File: src/rtl/rgb2yuv_pkg.sv
package rgb2yuv_pkg;

  localparam int unsigned NUM_CH  = 3;
  localparam int unsigned COEF_W  = 14;
  localparam int unsigned FRAC_SH = 13;

  typedef enum logic [1:0] {
    CH_Y = 2'd0,
    CH_U = 2'd1,
    CH_V = 2'd2
  } ch_e;

  typedef enum logic [1:0] {
    SRC_R = 2'd0,
    SRC_G = 2'd1,
    SRC_B = 2'd2
  } src_e;

  // signed weight of source src on channel ch, scaled by 2**13
  function automatic int coef(input int ch, input int src);
    int k;
    k = 0;
    case (ch)
      CH_Y: case (src)
        SRC_R:   k = 2104;
        SRC_G:   k = 4130;
        default: k = 802;
      endcase
      CH_U: case (src)
        SRC_R:   k = -1217;
        SRC_G:   k = -2382;
        default: k = 3598;
      endcase
      default: case (src)
        SRC_R:   k = 3598;
        SRC_G:   k = -3015;
        default: k = -583;
      endcase
    endcase
    return k;
  endfunction

  function automatic int offset(input int ch);
    return (ch == CH_Y) ? 16 : 128;
  endfunction

endpackage

File: src/rtl/csc_mac.sv
module csc_mac #(
  parameter int unsigned PIX_W  = 8,
  parameter int unsigned COEF_W = 14,
  parameter int unsigned ACC_W  = 24,
  parameter int          K_R    = 0,
  parameter int          K_G    = 0,
  parameter int          K_B    = 0
) (
  input  logic                    clk_i,
  input  logic                    rst_ni,
  input  logic                    en_i,
  input  logic [PIX_W-1:0]        r_i,
  input  logic [PIX_W-1:0]        g_i,
  input  logic [PIX_W-1:0]        b_i,
  output logic signed [ACC_W-1:0] acc_o
);

  localparam int unsigned PROD_W = PIX_W + COEF_W + 1;

  localparam logic signed [COEF_W-1:0] CR = COEF_W'(K_R);
  localparam logic signed [COEF_W-1:0] CG = COEF_W'(K_G);
  localparam logic signed [COEF_W-1:0] CB = COEF_W'(K_B);

  logic signed [PROD_W-1:0] p_r, p_g, p_b;
  logic signed [ACC_W-1:0]  sum;

  always_comb begin
    p_r = PROD_W'($signed({1'b0, r_i})) * PROD_W'(CR);
    p_g = PROD_W'($signed({1'b0, g_i})) * PROD_W'(CG);
    p_b = PROD_W'($signed({1'b0, b_i})) * PROD_W'(CB);
    // full-precision sum, no per-term rounding
    sum = ACC_W'(p_r) + ACC_W'(p_g) + ACC_W'(p_b);
  end

  always_ff @(posedge clk_i or negedge rst_ni) begin
    if (!rst_ni)   acc_o <= '0;
    else if (en_i) acc_o <= sum;
  end

endmodule

File: src/rtl/csc_norm.sv
module csc_norm #(
  parameter int unsigned PIX_W  = 8,
  parameter int unsigned ACC_W  = 24,
  parameter int unsigned SHIFT  = 13,
  parameter int          OFFSET = 128
) (
  input  logic                    clk_i,
  input  logic                    rst_ni,
  input  logic                    en_i,
  input  logic signed [ACC_W-1:0] acc_i,
  output logic [PIX_W-1:0]        pix_o
);

  localparam int MAX_V = (1 << PIX_W) - 1;
  localparam logic signed [ACC_W-1:0] OFS  = ACC_W'(OFFSET);
  localparam logic signed [ACC_W-1:0] TOPV = ACC_W'(MAX_V);

  logic signed [ACC_W-1:0] shr, biased;
  logic                    sat_hi, sat_lo;
  logic [PIX_W-1:0]        nxt;

  always_comb begin
    shr    = acc_i >>> SHIFT;
    biased = shr + OFS;
    sat_hi = biased > TOPV;
    sat_lo = biased < 0;
    if (sat_hi)      nxt = '1;
    else if (sat_lo) nxt = '0;
    else             nxt = biased[PIX_W-1:0];
  end

  always_ff @(posedge clk_i or negedge rst_ni) begin
    if (!rst_ni)   pix_o <= '0;
    else if (en_i) pix_o <= nxt;
  end

  AST_SAT_HIGH: assert property (@(posedge clk_i) disable iff (!rst_ni)
    (en_i && sat_hi) |=> (pix_o == PIX_W'(MAX_V)));
  AST_SAT_LOW: assert property (@(posedge clk_i) disable iff (!rst_ni)
    (en_i && sat_lo) |=> (pix_o == '0));

endmodule

File: src/rtl/rgb2yuv_conv.sv
module rgb2yuv_conv #(
  parameter int unsigned PIX_W = 8,
  parameter int unsigned ACC_W = 24
) (
  input  logic             clk_i,
  input  logic             rst_ni,
  input  logic             valid_i,
  input  logic [PIX_W-1:0] r_i,
  input  logic [PIX_W-1:0] g_i,
  input  logic [PIX_W-1:0] b_i,
  output logic             valid_o,
  output logic [PIX_W-1:0] y_o,
  output logic [PIX_W-1:0] u_o,
  output logic [PIX_W-1:0] v_o
);
  import rgb2yuv_pkg::*;

  logic                    valid_q1;
  logic signed [ACC_W-1:0] acc_q [NUM_CH];
  logic [PIX_W-1:0]        pix_q [NUM_CH];

  always_ff @(posedge clk_i or negedge rst_ni) begin
    if (!rst_ni) begin
      valid_q1 <= 1'b0;
      valid_o  <= 1'b0;
    end else begin
      valid_q1 <= valid_i;
      valid_o  <= valid_q1;
    end
  end

  for (genvar ch = 0; ch < NUM_CH; ch++) begin : g_ch
    csc_mac #(
      .PIX_W (PIX_W),
      .COEF_W(COEF_W),
      .ACC_W (ACC_W),
      .K_R   (coef(ch, SRC_R)),
      .K_G   (coef(ch, SRC_G)),
      .K_B   (coef(ch, SRC_B))
    ) u_mac (
      .clk_i (clk_i),
      .rst_ni(rst_ni),
      .en_i  (valid_i),
      .r_i   (r_i),
      .g_i   (g_i),
      .b_i   (b_i),
      .acc_o (acc_q[ch])
    );

    csc_norm #(
      .PIX_W (PIX_W),
      .ACC_W (ACC_W),
      .SHIFT (FRAC_SH),
      .OFFSET(offset(ch))
    ) u_norm (
      .clk_i (clk_i),
      .rst_ni(rst_ni),
      .en_i  (valid_q1),
      .acc_i (acc_q[ch]),
      .pix_o (pix_q[ch])
    );
  end

  assign y_o = pix_q[CH_Y];
  assign u_o = pix_q[CH_U];
  assign v_o = pix_q[CH_V];

  AST_LATENCY: assert property (@(posedge clk_i) disable iff (!rst_ni)
    $rose(valid_o) |-> $past(valid_i, 2));
  AST_RESET_CLEAR: assert property (@(posedge clk_i)
    !rst_ni |-> !valid_o);
  AST_Y_BAND: assert property (@(posedge clk_i) disable iff (!rst_ni)
    valid_o |-> (y_o >= PIX_W'(16) && y_o <= PIX_W'(235)));
  AST_U_BAND: assert property (@(posedge clk_i) disable iff (!rst_ni)
    valid_o |-> (u_o >= PIX_W'(15) && u_o <= PIX_W'(240)));
  AST_V_BAND: assert property (@(posedge clk_i) disable iff (!rst_ni)
    valid_o |-> (v_o >= PIX_W'(15) && v_o <= PIX_W'(240)));

endmodule

File: config.mk
export PLATFORM = sky130hd
export DESIGN_NAME = rgb2yuv_conv
export DESIGN_NICKNAME = d
export VERILOG_FILES = /design/src/rtl/rgb2yuv_pkg.sv /design/src/rtl/csc_mac.sv /design/src/rtl/csc_norm.sv /design/src/rtl/rgb2yuv_conv.sv
export SDC_FILE = /design/constraint.sdc
export NUM_CORES = 1
export LEC_CHECK = 0
export BUFFER_PORTS_ARGS = -buffer_cell sky130_fd_sc_hd__buf_2
export CAP_MARGIN = 20
export CORE_MARGIN = 5
export CORE_UTILIZATION = 40
export DETAILED_ROUTE_END_ITERATION = 10
export GPL_ROUTABILITY_DRIVEN = 1
export PLACE_DENSITY = 0.54
export SETUP_SLACK_MARGIN = 0.02
export SLEW_MARGIN = 20
export SYNTH_ARGS = -nofsm -noshare
export SYNTH_HDL_FRONTEND = slang
export SYNTH_HIERARCHICAL = 1
export SYNTH_SLANG_ARGS = --single-unit
File: constraint.sdc
create_clock -name clk_i -period 2.75 [get_ports clk_i]
set_input_delay 0 -clock clk_i [delete_from_list [all_inputs] [get_ports clk_i]]
set_output_delay 0 -clock clk_i [all_outputs]
set_load 0.02 [all_outputs]
**Word level (Yosys, flattened, before mapping)**

Index checks and enable logic that the tools add are counted.

- Add/subtract/negate cells: 9
- $mul: 9
- Magnitude comparators: 6
- Muxes and demuxes: 6

Operators with widths:

| cell | number |
|---|---|
| $add 24x23->24 | 2 |
| $mux 8 | 6 |
| $add 21x22->23 | 2 |
| $mul 9x12->21 const B | 2 |
| $mul 8x11->19 const B | 2 |
| $gt 12x9->1 const B | 3 |
| $lt 12x1->1 const B | 3 |
| $mul 8x9->17 const B | 2 |
| $add 11x9->12 const B | 2 |
| $add 23x20->24 | 1 |
| $add 23x23->24 | 1 |
| $mul 9x13->22 const B | 1 |
| $mul 8x12->20 const B | 1 |
| $mul 9x11->20 const B | 1 |
| $add 11x6->12 const B | 1 |

- Register bits after elaboration: 98
- Input bits: 27
- Word-level logic and storage cells: 38

**Logic depth before layout (Yosys ltp)**

- Depth in word-level cells: 4
- Mapped depth: 28
- Gate-level depth less buffers: 28

**Modules after synthesis**

The synthesis kept the hierarchy.

Modules (own cells, without submodules):

| module | instances | cells an instance | area each (um2) |
|---|---|---|---|
| csc_mac (g_ch[1].u_mac) | 1 | 827 | 7796.2 |
| csc_mac (g_ch[2].u_mac) | 1 | 797 | 7759.9 |
| csc_mac (g_ch[0].u_mac) | 1 | 482 | 4459.3 |
| csc_norm (g_ch[1].u_norm ...) | 2 | 61 | 516.7 |
| csc_norm (g_ch[0].u_norm) | 1 | 52 | 500.5 |
| rgb2yuv_conv | 1 | 2 | 50.0 |

**Least setup slack after synthesis**

Ideal clock, no wire load.

- Kind: input to register
- Start: input port r_i[5]
- End: register g_ch[2].u_mac.acc_o[21]
- Data arrival time: 6.606 ns
- Required time: 2.630 ns
- Slack: -3.975 ns
- Stages: 25
- Path buffers: 1
- Cell sequence: fa_1 ha_1 fa_1 ha_1 ha_1 a21o_1 a21o_1 a21o_1 a2111oi_1 o211ai_1 o31ai_1 fa_1 inv_1 fa_1 fa_1 fa_1 inv_1 ha_1 buf_6 a21oi_4 o21ai_2 a211o_1 and2_1 or4_1 a31o_1

- Longest elaborated chain between the ends: 3

Ends and longest elaborated chain:

| what | line | RTL |
|---|---|---|
| start: declaration | rgb2yuv_conv.sv:8 | `input logic [PIX_W-1:0] r_i,` |
| $mul 8x11->19 | csc_mac.sv:28 | `p_r = PROD_W'($signed({1'b0, r_i})) * PROD_W'(CR);` |
| $add 21x22->23 | csc_mac.sv:32 | `sum = ACC_W'(p_r) + ACC_W'(p_g) + ACC_W'(p_b);` |
| $add 23x20->24 | csc_mac.sv:32 |  |
| end signal: assignment | csc_mac.sv:37 | `else if (en_i) acc_o <= sum;` |
| end: declaration | csc_mac.sv:15 | `output logic signed [ACC_W-1:0] acc_o` |

Every way passes these cells.
A chain may end at the register's enable or synchronous reset.

**Final worst setup path**

Ends and elaborated chain as after synthesis.

==> impl_metrics.py <==
metrics = {
    "timing": {
        "min_period_ns": 6.35,
        "timing.fmax_mhz": 158,
        "setup-violations-final": 31,
        "period_share": 2.31,
        "grt_setup_unrepaired": "yes",
        "skew_ns": 0.00632,
        "fin_ws_ns": -3.60,
        "hold_viol_final": 0,
        "maxSlewViolCount": 0,
        "tightest_slew_ns": 0.654,
        "relSlewSlack": 0.564,
    },
    "route": {
        "routed_wl_um": 57500,
        "ant_nets": 0,
        "wire_per_inst_um": 17.2,
        "drt-vias-per-instance": 4.89,
        "drc": 0,
        "drt_iter0_drc": 603,
        "drtPass1Iterations": 5,
        "via_count": 16400,
    },
    "placed_design": {
        "dpl_cell_area_mm2": 0.0253,
        "io_buffers": 51,
        "pre_cts_ws_ns": -4.25,
        "gp_congestion": 0.893,
        "placed_cells": 3275,
        "dp_hpwl_um": 50100,
    },
    "worst_setup_path": {
        "cp_slowest_cell": "fa_2",
        "crit_path_start_kind": "input pin",
        "critPathKind": "input pin to flip-flop",
        "cp.required_ns": 2.98,
        "cp_max_fo": 4,
        "max_stage_delay_ns": 0.60,
        "cp.arrival_ns": 6.57,
        "worstSetupEndpointType": "flip-flop",
    },
    "global_route": {
        "grt_max_degree": 48,
        "grt_pass1_vias": 17800,
        "grt_pass1_wl_um": 94000,
        "grt_overflow_total": 0,
        "antenna_found_initial": 0,
        "grt_usage": 0.217,
    },
    "clock_tree": {
        "cts_sinks": 57,
        "cts-root-buf": "clkbuf_16",
        "cts.htree.levels": 3,
        "path_clk_slew_ns": 0.06,
        "clock_latency_ns": 0.33,
        "cts_tree": "done",
        "cts_max_path_buffers": 2,
        "cts_buffers": 9,
    },
    "yosys": {
        "synth.cell_area_mm2": 0.0198,
        "postSynthCellCount": 2132,
        "synth.avg_cell_area_um2": 9.28,
        "yosysWarnings": 6,
    },
    "floorplan": {
        "die_w_um": 232,
        "die_h_um": 232,
        "ios": 52,
        "coreArea_mm2": 0.0490,
        "core.rowCount": 81,
        "die_area_mm2": 0.0540,
        "initial_core_util": 0.404,
    },
    "finish": {
        "final_util": 0.570,
        "nNetsFinal": 3396,
        "drive_gt1_frac": 0.369,
        "final_cell_mix": "inv_1 (464), buf_4 (464), ha_1 (292)",
        "fillers": 4322,
        "stdcell_count": 3345,
        "area_delta_synth_final_pct": 41.1,
        "fin_area_mm2": 0.0279,
    },
    "hold_path": {
        "hold_class": "input pin to flip-flop",
    },
    "job": {
        "maxCapViolations": 0,
    },
    "outcome": {
        "status": "complete, but fails checks",
        "violations": "negative setup slack",
    },
}
-- state kept, by name (all words and copies together) (netlist names) --
name and flops:
g_ch.u_mac/acc_o 31, g_ch.u_norm/pix_o 24, valid_o 1, valid_q1 1
-- final cells by class --
class | instances | area [um^2] | area share
multi-input combinational | 1527 | 18900 | 0.677
tap | 664 | 831 | 0.0298
antenna | 1 | 2.50 | 0.0000897
inverter | 514 | 1940 | 0.0694
clock buffer | 10 | 239 | 0.00856
timing repair buffer | 566 | 4520 | 0.162
sequential | 57 | 1430 | 0.0511
clock inverter | 6 | 50.0 | 0.00179
-- repair_timing --
item | CTS | global route
setup buffers | 42 | 24
endpoints found under the setup margin | 31 | 31
pin swaps | 170 | 154
hold buffers | 1 | 0
resized for setup | 245 | 139
endpoints found under the hold margin | 46 | 0
-- critical path: cells and delay by family --
| family | cells | cell delay [ns] |
|---|---|---|
| fa+ha+maj | 10 | 3.95 |
| compound gates | 9 | 1.69 |
| buf+inv | 4 | 0.40 |
| simple gates | 2 | 0.55 |
-- metal layers --
| layer | vias up | global-route usage | routed length (um) |
|---|---|---|---|
| met5 | - | 0 | 0 |
| met4 | 0 | 0.0430 | 1110 |
| met3 | 41 | 0.0178 | 1690 |
| met2 | 208 | 0.370 | 27400 |
| met1 | 8055 | 0.307 | 27300 |
| li1 | 8053 | - | - |
-- worst paths after layout --
| path | from | endpoint | slack, ns | depth (start not counted) |
|---|---|---|---|---|
| worst max-delay path | r_i[5] | g_ch[2].u_mac/acc_o[21] | -3.60 | 25 |
| worst min-delay path | valid_i | valid_q1 | 0.14 | 1 |
| worst max register to register | valid_q1 | g_ch[0].u_norm/pix_o[7] | 0.91 | 5 |
| worst min register to register | g_ch[1].u_norm/pix_o[7] | g_ch[1].u_norm/pix_o[7] | 0.49 | 2 |
| max in group asynchronous | rst_ni | g_ch[2].u_mac/acc_o[13] | 1.94 | 3 |
| min in group asynchronous | rst_ni | g_ch[2].u_norm/pix_o[3] | 0.23 | 2 |
-- stage by stage --
stage          hold WS, ns  TNS, ns
3_5_place_dp         0.256  -107.14
4_1_cts              0.123   -88.16
5_1_grt              0.151   -93.97
6_report             0.140   -88.03
3_3_place_gp         0.258  -104.56
2_1_floorplan       -0.296   -80.85
Power is left out: the tool's default activity adds up to more than one toggle a clock period on the data nets, which glitch-free logic cannot reach.
